**src/rtl/srx_pkg.sv**
```systemverilog
package srx_pkg;
  // Code word lengths shared by the length accumulator and the serializer.
  function automatic int hit_len(input int idx_w);
    return 1 + idx_w;
  endfunction

  function automatic int miss_len(input int sym_w);
    return 1 + sym_w;
  endfunction
endpackage

```
**src/rtl/srx_match.sv**
```systemverilog
module srx_match #(
  parameter int SYM_W = 6,
  parameter int TBL_N = 4,
  parameter int IDX_W = 2,
  parameter int TC_W  = 3
) (
  input  logic [TBL_N*SYM_W-1:0] tab,
  input  logic [TC_W-1:0]        cnt,
  input  logic [SYM_W-1:0]       sym,
  output logic                   hit,
  output logic [IDX_W-1:0]       idx
);
  logic [TBL_N-1:0] eq;

  for (genvar i = 0; i < TBL_N; i++) begin : g_cmp
    assign eq[i] = (cnt > TC_W'(i)) && (tab[i*SYM_W +: SYM_W] == sym);
  end

  // lowest index wins
  always_comb begin
    hit = 1'b0;
    idx = '0;
    for (int i = TBL_N - 1; i >= 0; i--) begin
      if (eq[i]) begin
        hit = 1'b1;
        idx = IDX_W'(i);
      end
    end
  end
endmodule

```
**src/rtl/srx_code_table.sv**
```systemverilog
module srx_code_table #(
  parameter int SYM_W = 6,
  parameter int TBL_N = 4,
  parameter int IDX_W = 2,
  parameter int TC_W  = 3
) (
  input  logic             clk,
  input  logic             rst_n,
  input  logic             wr_en,
  input  logic [IDX_W-1:0] wr_idx,
  input  logic [SYM_W-1:0] wr_sym,
  input  logic             cnt_we,
  input  logic [TC_W-1:0]  cnt_val,
  input  logic             snap,
  input  logic             sel_stage,
  input  logic [SYM_W-1:0] a_sym,
  output logic             a_hit,
  output logic [IDX_W-1:0] a_idx,
  input  logic [SYM_W-1:0] b_sym,
  output logic             b_hit,
  output logic [IDX_W-1:0] b_idx
);
  logic [TBL_N*SYM_W-1:0] stage_tab, act_tab;
  logic [TC_W-1:0]        stage_cnt, act_cnt;

  always_ff @(posedge clk or negedge rst_n) begin
    if (!rst_n) begin
      stage_tab <= '0;
      stage_cnt <= '0;
      act_tab   <= '0;
      act_cnt   <= '0;
    end else begin
      for (int i = 0; i < TBL_N; i++) begin
        if (wr_en && wr_idx == IDX_W'(i)) stage_tab[i*SYM_W +: SYM_W] <= wr_sym;
      end
      if (cnt_we) stage_cnt <= cnt_val;
      if (snap) begin
        act_tab <= stage_tab;
        act_cnt <= stage_cnt;
      end
    end
  end


  active_frozen_chk: assert property (@(posedge clk) disable iff (!rst_n)
    !snap |=> $stable(act_tab) && $stable(act_cnt));

  // Port a serves the collector: the first symbol of a packet sees the staging copy.
  srx_match #(.SYM_W(SYM_W), .TBL_N(TBL_N), .IDX_W(IDX_W), .TC_W(TC_W)) u_match_a (
    .tab (sel_stage ? stage_tab : act_tab),
    .cnt (sel_stage ? stage_cnt : act_cnt),
    .sym (a_sym),
    .hit (a_hit),
    .idx (a_idx)
  );

  srx_match #(.SYM_W(SYM_W), .TBL_N(TBL_N), .IDX_W(IDX_W), .TC_W(TC_W)) u_match_b (
    .tab (act_tab),
    .cnt (act_cnt),
    .sym (b_sym),
    .hit (b_hit),
    .idx (b_idx)
  );
endmodule

```
**src/rtl/srx_packet_buffer.sv**
```systemverilog
module srx_packet_buffer #(
  parameter int SYM_W    = 6,
  parameter int PKT_SYMS = 341,
  parameter int CNT_W    = 9,
  parameter int PTR_W    = 9,
  parameter int LEN_W    = 12,
  parameter int HIT_LEN  = 3,
  parameter int MISS_LEN = 7
) (
  input  logic             clk,
  input  logic             rst_n,
  input  logic             wr_en,
  input  logic [SYM_W-1:0] wr_sym,
  input  logic             wr_hit,
  input  logic             clear,
  input  logic [PTR_W-1:0] rd_idx,
  output logic [SYM_W-1:0] rd_sym,
  output logic [CNT_W-1:0] count,
  output logic [LEN_W-1:0] comp_len
);
  logic [SYM_W-1:0] mem [PKT_SYMS];

  always_ff @(posedge clk) begin
    if (wr_en) mem[PTR_W'(count)] <= wr_sym;
  end

  always_ff @(posedge clk or negedge rst_n) begin
    if (!rst_n) begin
      count    <= '0;
      comp_len <= '0;
    end else if (clear) begin
      count    <= '0;
      comp_len <= '0;
    end else if (wr_en) begin
      count    <= count + CNT_W'(1);
      comp_len <= comp_len + (wr_hit ? LEN_W'(HIT_LEN) : LEN_W'(MISS_LEN));
    end
  end

  assign rd_sym = mem[rd_idx];


  count_bound_chk: assert property (@(posedge clk) disable iff (!rst_n)
    count <= CNT_W'(PKT_SYMS));
endmodule

```
**src/rtl/srx_bit_serializer.sv**
```systemverilog
module srx_bit_serializer #(
  parameter int SYM_W    = 6,
  parameter int IDX_W    = 2,
  parameter int CNT_W    = 9,
  parameter int PTR_W    = 9,
  parameter int HIT_LEN  = 3,
  parameter int MISS_LEN = 7
) (
  input  logic             clk,
  input  logic             rst_n,
  input  logic             start,
  input  logic [CNT_W-1:0] n_syms,
  input  logic             compress,
  output logic [PTR_W-1:0] rd_idx,
  input  logic [SYM_W-1:0] rd_sym,
  input  logic             hit,
  input  logic [IDX_W-1:0] idx,
  output logic             out_valid,
  input  logic             out_ready,
  output logic             out_bit,
  output logic             out_end,
  output logic             done
);
  localparam int CODE_W = MISS_LEN;
  localparam int LW     = $clog2(CODE_W + 1);

  logic             busy, on_flag, comp_r;
  logic [CNT_W-1:0] n_r;
  logic [PTR_W-1:0] sym_ptr;
  logic [LW-1:0]    bit_ptr, clen, sel;
  logic [CODE_W-1:0] code;
  logic             last_sym, last_bit, fire;

  always_comb begin
    if (!comp_r) begin
      code = CODE_W'(rd_sym);
      clen = LW'(SYM_W);
    end else if (hit) begin
      code = CODE_W'(idx);
      clen = LW'(HIT_LEN);
    end else begin
      code = {1'b1, rd_sym};
      clen = LW'(MISS_LEN);
    end
  end

  assign sel       = clen - LW'(1) - bit_ptr;
  assign last_sym  = (CNT_W'(sym_ptr) == n_r - CNT_W'(1));
  assign last_bit  = (bit_ptr == clen - LW'(1));
  assign out_valid = busy;
  assign out_bit   = on_flag ? comp_r : code[sel];
  assign out_end   = busy && !on_flag && last_sym && last_bit;
  assign fire      = busy && out_ready;
  assign done      = fire && out_end;
  assign rd_idx    = sym_ptr;

  always_ff @(posedge clk or negedge rst_n) begin
    if (!rst_n) begin
      busy    <= 1'b0;
      on_flag <= 1'b0;
      comp_r  <= 1'b0;
      n_r     <= '0;
      sym_ptr <= '0;
      bit_ptr <= '0;
    end else if (start) begin
      busy    <= 1'b1;
      on_flag <= 1'b1;
      comp_r  <= compress;
      n_r     <= n_syms;
      sym_ptr <= '0;
      bit_ptr <= '0;
    end else if (fire) begin
      if (on_flag) begin
        on_flag <= 1'b0;
      end else if (last_bit) begin
        bit_ptr <= '0;
        if (last_sym) busy <= 1'b0;
        else          sym_ptr <= sym_ptr + PTR_W'(1);
      end else begin
        bit_ptr <= bit_ptr + LW'(1);
      end
    end
  end


  stall_hold_chk: assert property (@(posedge clk) disable iff (!rst_n)
    out_valid && !out_ready |=> out_valid && $stable(out_bit) && $stable(out_end));


  end_then_idle_chk: assert property (@(posedge clk) disable iff (!rst_n)
    out_valid && out_ready && out_end |=> !out_valid);
endmodule

```
**src/rtl/srx_recompressor.sv**
```systemverilog
module srx_recompressor #(
  parameter int SYM_W    = 6,
  parameter int PKT_SYMS = 341,
  parameter int TBL_N    = 4
) (
  input  logic                     clk,
  input  logic                     rst_n,
  input  logic                     in_valid,
  output logic                     in_ready,
  input  logic [SYM_W-1:0]         in_sym,
  input  logic                     in_last,
  input  logic                     tbl_we,
  input  logic [$clog2(TBL_N)-1:0] tbl_idx,
  input  logic [SYM_W-1:0]         tbl_sym,
  input  logic                     tbl_cnt_we,
  input  logic [$clog2(TBL_N+1)-1:0] tbl_cnt,
  output logic                     out_valid,
  input  logic                     out_ready,
  output logic                     out_bit,
  output logic                     out_end
);
  import srx_pkg::*;

  localparam int IDX_W    = $clog2(TBL_N);
  localparam int TC_W     = $clog2(TBL_N + 1);
  localparam int CNT_W    = $clog2(PKT_SYMS + 1);
  localparam int PTR_W    = $clog2(PKT_SYMS);
  localparam int HIT_LEN  = hit_len(IDX_W);
  localparam int MISS_LEN = miss_len(SYM_W);
  localparam int LEN_W    = $clog2(PKT_SYMS * MISS_LEN + 1);

  logic             emit_r, start_r;
  logic             accept, close, ser_done;
  logic             a_hit, b_hit;
  logic [IDX_W-1:0] a_idx, b_idx;
  logic [CNT_W-1:0] buf_count;
  logic [LEN_W-1:0] buf_len, raw_len;
  logic [PTR_W-1:0] rd_idx;
  logic [SYM_W-1:0] rd_sym;
  logic             compress;

  assign in_ready = !emit_r;
  assign accept   = in_valid && in_ready;
  assign close    = accept && (in_last || buf_count == CNT_W'(PKT_SYMS - 1));
  assign raw_len  = LEN_W'(buf_count) * LEN_W'(SYM_W);
  assign compress = buf_len < raw_len;

  always_ff @(posedge clk or negedge rst_n) begin
    if (!rst_n) begin
      emit_r  <= 1'b0;
      start_r <= 1'b0;
    end else begin
      start_r <= close;
      if (close)         emit_r <= 1'b1;
      else if (ser_done) emit_r <= 1'b0;
    end
  end

  srx_code_table #(.SYM_W(SYM_W), .TBL_N(TBL_N), .IDX_W(IDX_W), .TC_W(TC_W)) u_table (
    .clk       (clk),
    .rst_n     (rst_n),
    .wr_en     (tbl_we),
    .wr_idx    (tbl_idx),
    .wr_sym    (tbl_sym),
    .cnt_we    (tbl_cnt_we),
    .cnt_val   (tbl_cnt),
    .snap      (accept && buf_count == '0),
    .sel_stage (buf_count == '0),
    .a_sym     (in_sym),
    .a_hit     (a_hit),
    .a_idx     (a_idx),
    .b_sym     (rd_sym),
    .b_hit     (b_hit),
    .b_idx     (b_idx)
  );

  srx_packet_buffer #(.SYM_W(SYM_W), .PKT_SYMS(PKT_SYMS), .CNT_W(CNT_W), .PTR_W(PTR_W),
                      .LEN_W(LEN_W), .HIT_LEN(HIT_LEN), .MISS_LEN(MISS_LEN)) u_buf (
    .clk      (clk),
    .rst_n    (rst_n),
    .wr_en    (accept),
    .wr_sym   (in_sym),
    .wr_hit   (a_hit),
    .clear    (ser_done),
    .rd_idx   (rd_idx),
    .rd_sym   (rd_sym),
    .count    (buf_count),
    .comp_len (buf_len)
  );

  srx_bit_serializer #(.SYM_W(SYM_W), .IDX_W(IDX_W), .CNT_W(CNT_W), .PTR_W(PTR_W),
                       .HIT_LEN(HIT_LEN), .MISS_LEN(MISS_LEN)) u_ser (
    .clk       (clk),
    .rst_n     (rst_n),
    .start     (start_r),
    .n_syms    (buf_count),
    .compress  (compress),
    .rd_idx    (rd_idx),
    .rd_sym    (rd_sym),
    .hit       (b_hit),
    .idx       (b_idx),
    .out_valid (out_valid),
    .out_ready (out_ready),
    .out_bit   (out_bit),
    .out_end   (out_end),
    .done      (ser_done)
  );


  no_accept_while_emit_chk: assert property (@(posedge clk) disable iff (!rst_n)
    out_valid |-> !in_ready);


  close_blocks_input_chk: assert property (@(posedge clk) disable iff (!rst_n)
    close |=> !in_ready);
endmodule

```
**config.mk**
```make
export PLATFORM = sky130hd
export DESIGN_NAME = srx_recompressor
export DESIGN_NICKNAME = d
export VERILOG_FILES = /design/src/rtl/srx_pkg.sv /design/src/rtl/srx_match.sv /design/src/rtl/srx_code_table.sv /design/src/rtl/srx_packet_buffer.sv /design/src/rtl/srx_bit_serializer.sv /design/src/rtl/srx_recompressor.sv
export SDC_FILE = /design/constraint.sdc
export NUM_CORES = 2
export LEC_CHECK = 0
export BUFFER_PORTS_ARGS = -buffer_cell sky130_fd_sc_hd__buf_2
export CORE_MARGIN = 2
export CORE_UTILIZATION = 40
export DETAILED_ROUTE_END_ITERATION = 16
export GPL_TIMING_DRIVEN = 0
export SLEW_MARGIN = 30
export SYNTH_ARGS = -nofsm -noshare
export SYNTH_HDL_FRONTEND = slang
export SYNTH_SLANG_ARGS = --single-unit
```
**constraint.sdc**
```tcl
create_clock -name clk -period 7.87 [get_ports clk]
set_clock_uncertainty 0.1 [all_clocks]
set_input_delay 2.361 -clock clk [delete_from_list [all_inputs] [get_ports clk]]
set_output_delay 2.361 -clock clk [all_outputs]
set_load 0.03 [all_outputs]
```
== Yosys cells after proc, flatten, opt, wreduce, memory -nomap -nowiden ==
Memories as Yosys holds them, arrays and structs flattened.
Index checks and enable logic that the tools add are counted.

* Memories: 1
* Memory bits (writable): 2046
* Output and inout port bits: 4
* Logic and storage cells: 131
* Input port bits: 24
* Bits in registers: 101

* Reductions and logical operators: 33
* Equal/unequal tests: 16
* Order comparisons: 10
* Add/subtract/negate cells: 7
* Multiplexer cells: 46
* Multiply operators: 1

{| class="wikitable"
|+ Memories
! name !! depth !! width !! read ports !! clocked after memory_dff !! wr ports !! line !! text
|-
| u_buf.mem || 341 || 6 || 1 || 0 || 1 || srx_packet_buffer.sv:21 || <nowiki>logic [SYM_W-1:0] mem [PKT_SYMS];</nowiki>
|}

{| class="wikitable"
|+ Operators by type and width
! operator !! count
|-
| 9-bit two-way mux || 7
|-
| 6-bit equality test || 8
|-
| 12-bit two-way mux || 2
|-
| 24-bit two-way mux || 1
|-
| 3-bit two-way mux || 8
|-
| 1-bit two-way mux || 21
|-
| 1-bit logical AND || 20
|-
| 9-bit by 1-bit adder with 9-bit output, second input constant || 2
|-
| 7-bit two-way mux || 2
|-
| 12-bit adder || 1
|-
| 3-bit by 1-bit > comparator with 1-bit output, second input constant || 4
|-
| 3-bit by 2-bit > comparator with 1-bit output, second input constant || 4
|-
| 12-bit less-than comparator || 1
|-
| 9-bit by 2-bit multiplier with 11-bit output, second input constant || 1
|-
| 2-bit nonzero test || 5
|-
| 9-bit equality test || 1
|-
| 9-bit equality test, second input constant || 1
|-
| 9-bit logical NOT || 1
|-
| 9-bit by 1-bit subtractor with 9-bit output, second input constant || 1
|-
| 2-bit two-way mux || 4
|-
| 4-bit AND reduction || 2
|-
| 2-bit equality test, second input constant || 2
|-
| 3-bit by 4-bit less-than comparator with 1-bit output, second input constant || 1
|-
| 2-bit != test, second input constant || 2
|-
| other kinds (10) || 11
|}

== Longest topological paths before layout ==
An unclocked memory read counts as a cell.

* Word-level depth: 15
* Mapped depth: 21
* Depth with buffers taken out: 18

== Cells and area by module ==
A second synthesis with hierarchy kept.

* Cells, all modules: 4450
* Area total of the unflattened synthesis: 86670.6 um^2

{| class="wikitable"
|+ By module, submodules not included
! module !! area an instance (um^2) !! times used !! cells an instance !! sequential area each (um^2)
|-
| srx_packet_buffer || 81194.1 || 1 || 3955 || 61964.4
|-
| srx_code_table || 2344.7 || 1 || 145 || 1351.3
|-
| srx_bit_serializer || 1676.6 || 1 || 181 || 600.6
|-
| srx_recompressor || 749.5 || 1 || 85 || 50.0
|-
| srx_match || 352.8 || 2 || 42 || 0.0
|}

== Worst setup path before layout ==
OpenSTA, ideal clock, no wires.

* Kind: reg2out
* Start: register u_ser.sym_ptr[2] (netlist: u_ser.rd_idx[2])
* End: output port out_end
* Path buffers: 5
* Data arrival time: 4.970 ns
* Stages on the path, launching flop included: 17
* Data required time: 5.409 ns
* Path slack: 0.439 ns
* Cells stage by stage: dfrtp_1 -> buf_2 -> buf_2 -> buf_1 -> clkbuf_1 -> buf_1 -> mux4_2 -> o21ai_0 -> o21ai_0 -> a211oi_2 -> xnor2_1 -> a211oi_2 -> nand3_1 -> a41oi_4 -> xnor2_1 -> nor2_1 -> nor4b_1

* Longest elaborated chain between the ends: 12
* Elaborated cells between the ends (all ways): 20
* Classes of those cells: 1 x add/sub; 6 x eq/ne; 6 x mux; 6 x reduce/logical; 1 x memory

{| class="wikitable"
|+ RTL lines
! item !! line !! text
|-
| from (decl) || srx_bit_serializer.sv:29 || <nowiki>logic [PTR_W-1:0] sym_ptr;</nowiki>
|-
| from (signal assigned) || srx_bit_serializer.sv:78 || <nowiki>else sym_ptr <= sym_ptr + PTR_W'(1);</nowiki>
|-
| memory 341 x 6 bit || n/a ||
|-
| 6-bit equality test || srx_match.sv:16 || <nowiki>assign eq[i] = (cnt > TC_W'(i)) && (tab[i*SYM_W +: SYM_W] == sym);</nowiki>
|-
| 1-bit logical AND || srx_match.sv:16 ||
|-
| 1-bit two-way mux (4 in a row) || srx_match.sv:24 || <nowiki>if (eq[i]) begin</nowiki>
|-
| 3-bit two-way mux || srx_bit_serializer.sv:38 || <nowiki>end else if (hit) begin</nowiki>
|-
| 3-bit two-way mux || srx_bit_serializer.sv:35 || <nowiki>if (!comp_r) begin</nowiki>
|-
| 3-bit by 1-bit subtractor with 3-bit output || srx_bit_serializer.sv:49 || <nowiki>assign last_bit = (bit_ptr == clen - LW'(1));</nowiki>
|-
| 3-bit equality test || srx_bit_serializer.sv:49 ||
|-
| 1-bit logical AND (*) || srx_bit_serializer.sv:52 || <nowiki>assign out_end = busy && !on_flag && last_sym && last_bit;</nowiki>
|-
| to (decl) || srx_recompressor.sv:20 || <nowiki>output logic out_end</nowiki>
|}

Every way passes the cells marked *; elsewhere a longest branch is shown, timed or not.

== Final worst setup path ==
* Start: register u_ser.sym_ptr[3] (netlist: u_ser.rd_idx[3])
* End: output port out_bit

* Longest elaborated chain between the ends: 14
* Elaborated cells between the ends (all ways): 26
* Classes of those cells: 2 x add/sub; 4 x eq/ne; 15 x mux; 4 x reduce/logical; 1 x memory

{| class="wikitable"
|+ RTL lines
! item !! line !! text
|-
| memory 341 x 6 bit (*) || n/a ||
|-
| 6-bit equality test || srx_match.sv:16 ||
|-
| 1-bit logical AND || srx_match.sv:16 ||
|-
| 1-bit two-way mux (4 in a row) || srx_match.sv:24 ||
|-
| 3-bit two-way mux || srx_bit_serializer.sv:38 ||
|-
| 3-bit two-way mux || srx_bit_serializer.sv:35 ||
|-
| 3-bit by 1-bit subtractor with 3-bit output || srx_bit_serializer.sv:47 || <nowiki>assign sel = clen - LW'(1) - bit_ptr;</nowiki>
|-
| 3-bit subtractor || srx_bit_serializer.sv:47 ||
|-
| 1-bit binary-select mux with 3-bit select (*) || srx_bit_serializer.sv:51 || <nowiki>assign out_bit = on_flag ? comp_r : code[sel];</nowiki>
|-
| 1-bit two-way mux (implied by the code) (*) || srx_bit_serializer.sv:51 ||
|-
| 1-bit two-way mux (*) || srx_bit_serializer.sv:51 ||
|-
| to (decl) || srx_recompressor.sv:19 || <nowiki>output logic out_bit,</nowiki>
|}

Every way passes the cells marked *; elsewhere a longest branch is shown, timed or not. The select of a mux whose other input is x is not followed.

==> results.cfg <==
[run_status]
status = complete, but fails checks
failed_checks = setup timing

[grt]
first_global_vias = 49150
track_usage_pct = 32.04
grt_pass1_wl_um = 461100
grt_max_degree = 113
overflow = 0
grt_antenna_before_repair = 33

[layout]
fin_util_pct = 48.96
multiInputGateArea_sq_mm = 0.02197
seq_area_sq_mm = 0.06397
fill_cells = 17260
area_delta_synth_final_pct = 21.61
layout-drive-gt1-share_pct = 29.30
final_nets = 5119

[synthesis]
synthTopCellsByArea = edfxtp_1 (71%), mux4_2 (11%), mux2i_1 (3.2%), dfrtp_1 (2.9%), nor2_1 (1.8%)
ys_top_cells_by_count = edfxtp_1 (2046), mux4_2 (431), nor2_1 (410)
yosysSeqAreaShare_pct = 74.04
syn_nets = 4576
ys.flop_type = edfxtp_1
postSynthCellCount = 4509
synth_edf_count = 2046
yosys.area.top_type = edfxtp_1
synthArstFlopShare_pct = 4.704
avgSynthCellArea_sq_um = 19.16
ys_warn_count = 0
ys_types = 81
synth_top_area_share_pct = 71.11
synth.most_common_cell = edfxtp_1
ys_ff_latch = 2147
syn-cell-area_sq_mm = 0.08640

[clock_tree]
clock_latency_ns = 0.90
cts_tree = yes
ctsLongestPathBuffers = 3
cts_sinks = 2147
cts_buffers = 213
cts-root-buf = clkbuf_16
ctsHoldBuffers = 0
clk_pin_slew_ns = 0.07
htreeDepth = 4

[placement]
place.gp.congestion = 1.055
dpl.hpwl_um = 234700
portBuffers = 27

[job]
maxCapViolCount = 0

[sta]
slew_headroom_pct = 35.99
fin_tns_setup_ns = -1.282
min_period_ns = 8.524
hold_viol_final = 0
setup_slack_ns = -0.6535
tightestPinTransition_ns = 0.9601
slew_violations = 0
setup_viol = 2
rsz0062_at_grt = yes
fmax_mhz = 117.3
final.period_utilization_pct = 108.3

[floorplanning]
core_sq_mm = 0.2146
start_util_pct = 40.26
ios = 28
dieArea_sq_mm = 0.2197
die_h_um = 468.8
die_w_um = 468.8
rows = 170

[worst_setup_path]
worstPathArrival_ns = 6.06
start_kind = flip-flop
critical_path.top_delay_family = buffers and inverters
required_ns = 5.41
crit_fanout = 10
path_cells = clkbuf_2, inv_1, clkbuf_8, buf_6, nand2_2, o22ai_1, a2111oi_4, a311oi_4, a211oi_4, buf_12, buf_12, xnor2_4, nor3_4, nand4_1, buf_4, a21o_1, nand2_1, a22oi_2, a221oi_2, buf_4
cp.buffers_inverters = 8
end_kind = output port
critical_path.slowest_cell = dfrtp_1
cp_slowest_stage_delay_ns = 0.55
crit_type = flip-flop to output port

[pwr]
comb_power_share_pct = 39.0
seq_power_share_pct = 33.6
ir_drop_mv = 0.2429
powerDensity_mw_per_mm2 = 356.5
power_leakage_nw = 34.59
swShare_pct = 36.16
pwr-share-clk_pct = 27.4
p_int_mw = 23.91
p_switching_mw = 13.55

[route]
wl_um = 355100
dr_total_vias = 53300
wl_per_cell_um = 43.89
avgViaCountPerCell = 6.589
drt_iter0_drc = 10420
drc = 0
firstDrtPassIters = 6
ant_nets = 0

[worst_hold_path]
hold_path.class = flip-flop to flip-flop
cell usage in the layout, fill, tap and decap left out, types with 19 or more instances in the layout:
cell type,netlist,layout
a21oi_1,64,55
a221oi_1,29,19
a22oi_1,81,70
buf_12,0,76
buf_16,0,141
buf_2,41,26
buf_4,28,167
buf_6,32,25
buf_8,0,21
clkbuf_1,145,84
clkbuf_16,0,222
clkbuf_2,0,64
clkinv_1,1,43
clkinv_2,0,45
dfrtp_1,101,101
diode_2,0,22
edfxtp_1,2046,2046
ha_1,41,41
inv_1,38,38
mux2_2,84,84
mux2i_1,276,246
mux2i_2,0,21
mux4_2,431,431
nand2_1,109,107
nand3_1,68,64
nor2_1,410,406
o21ai_0,54,38
o22ai_1,27,23
xnor2_1,51,48
xor2_1,37,35
worst reg2reg max path, stage by stage, from the launching register on:
cell,delay (ns)
dfrtp_1,0.63
clkbuf_1,0.49
inv_1,0.22
ha_1,0.17
nand2_1,0.07
nor3_1,0.72
clkbuf_1,0.67
mux2i_1,0.31
xor2_1,0.17
nand4_1,0.15
nor3_1,0.20
o21ai_0,0.12
a221oi_1,0.41
a41oi_1,0.20
ha_1,0.40
o21ai_0,0.09
a21oi_1,0.22
and3_1,0.28
nand3_1,0.11
xor2_1,0.16
nor2_1,0.05
state kept, by name (all words and copies together), names as in the netlist, 3 cells and up:
name and cells:
u_buf.mem 2046, u_table.act_tab 24, u_table.stage_tab 24, u_buf.comp_len 12, u_buf.count 9, u_ser.n_r 9, u_ser.rd_idx 9, u_ser.bit_ptr 3
u_table.act_cnt 3, u_table.stage_cnt 3
metrics by stage:
stage               power (mW)  instance area [sq um]  cells  setup slack (ns)  hold slack (ns)
floorplan                17.67                  86400   4509            0.4392           0.3961
global route             37.51                 105000   8068           -0.5380           0.4233
finish                   37.46                 105100   8089           -0.6535           0.3921
CTS                      36.55                 104700   8059           -0.4301           0.3887
detailed placement       23.79                  93100   7482            -2.624           0.4180
global placement         23.16                  90090   7374            -4.759           0.4074
timing repair:
action | 4_1_cts | 5_1_grt
endpoints found under the hold margin | 0 | 0
gates resized for setup | 609 | 48
buffers inserted | 183 | 8
gates cloned | 2 | 0
pin swaps | 36 | 21
endpoints found under the setup margin | 36 | 2
worst paths after layout:
| check | startpoint | to | slack (ns) | cells past startpoint |
|---|---|---|---|---|
| min | u_table.stage_tab[0] | u_table.act_tab[0] | 0.39 | 1 |
| max reg2reg | u_buf.count[6] | u_buf.comp_len[7] | 1.83 | 20 |
| max in group asynchronous | rst_n | u_table.act_tab[7] | 5.72 | 2 |
| min in group asynchronous | rst_n | u_buf.comp_len[0] | 1.22 | 1 |
| max | u_ser.rd_idx[3] | out_bit | -0.65 | 20 |
| min reg2reg | u_table.stage_tab[0] | u_table.act_tab[0] | 0.39 | 1 |
routing by layer:
metal,global-route usage [%],share of wire [%]
met1,40.93,34
met2,44.50,42
met3,13.45,16
met4,21.24,8.1
met5,0,0.051
power groups by stage:
| stage | Combinational [mW] | Sequential (mW) | Clock, mW |
|---|---|---|---|
| finish | 14.6 | 12.6 | 10.3 |
| global route | 14.2 | 12.6 | 10.7 |
| CTS | 13.7 | 12.6 | 10.2 |
| detailed placement | 11.0 | 12.8 | 0 |
| global placement | 10.3 | 12.9 | 0 |
| floorplan | 4.85 | 12.8 | 0 |
logic make-up after synthesis:
group	share of synthesized area [%]
adder cells (fa/ha/maj)	0.6401
multiplexers	15.53
XOR/XNOR	0.8921
flip-flops	74.04
AO/OA/AOI/OAI	3.513
buffers and inverters	1.815
AND/OR/NAND/NOR	3.577
final cells by class:
class                           instances  share of cell area [%]
Sequential cell                      2147                   60.88
Multi-Input combinational cell       2050                   20.91
Clock buffer                          259                   5.247
Timing Repair Buffer                  328                   4.608
Buffer                                273                   3.416
Tap cell                             2838                   3.380
Clock inverter                        133                   1.367
Inverter                               39                  0.1405
Antenna cell                           22                 0.05240
Note: power is estimated with default switching activity, not from simulation.
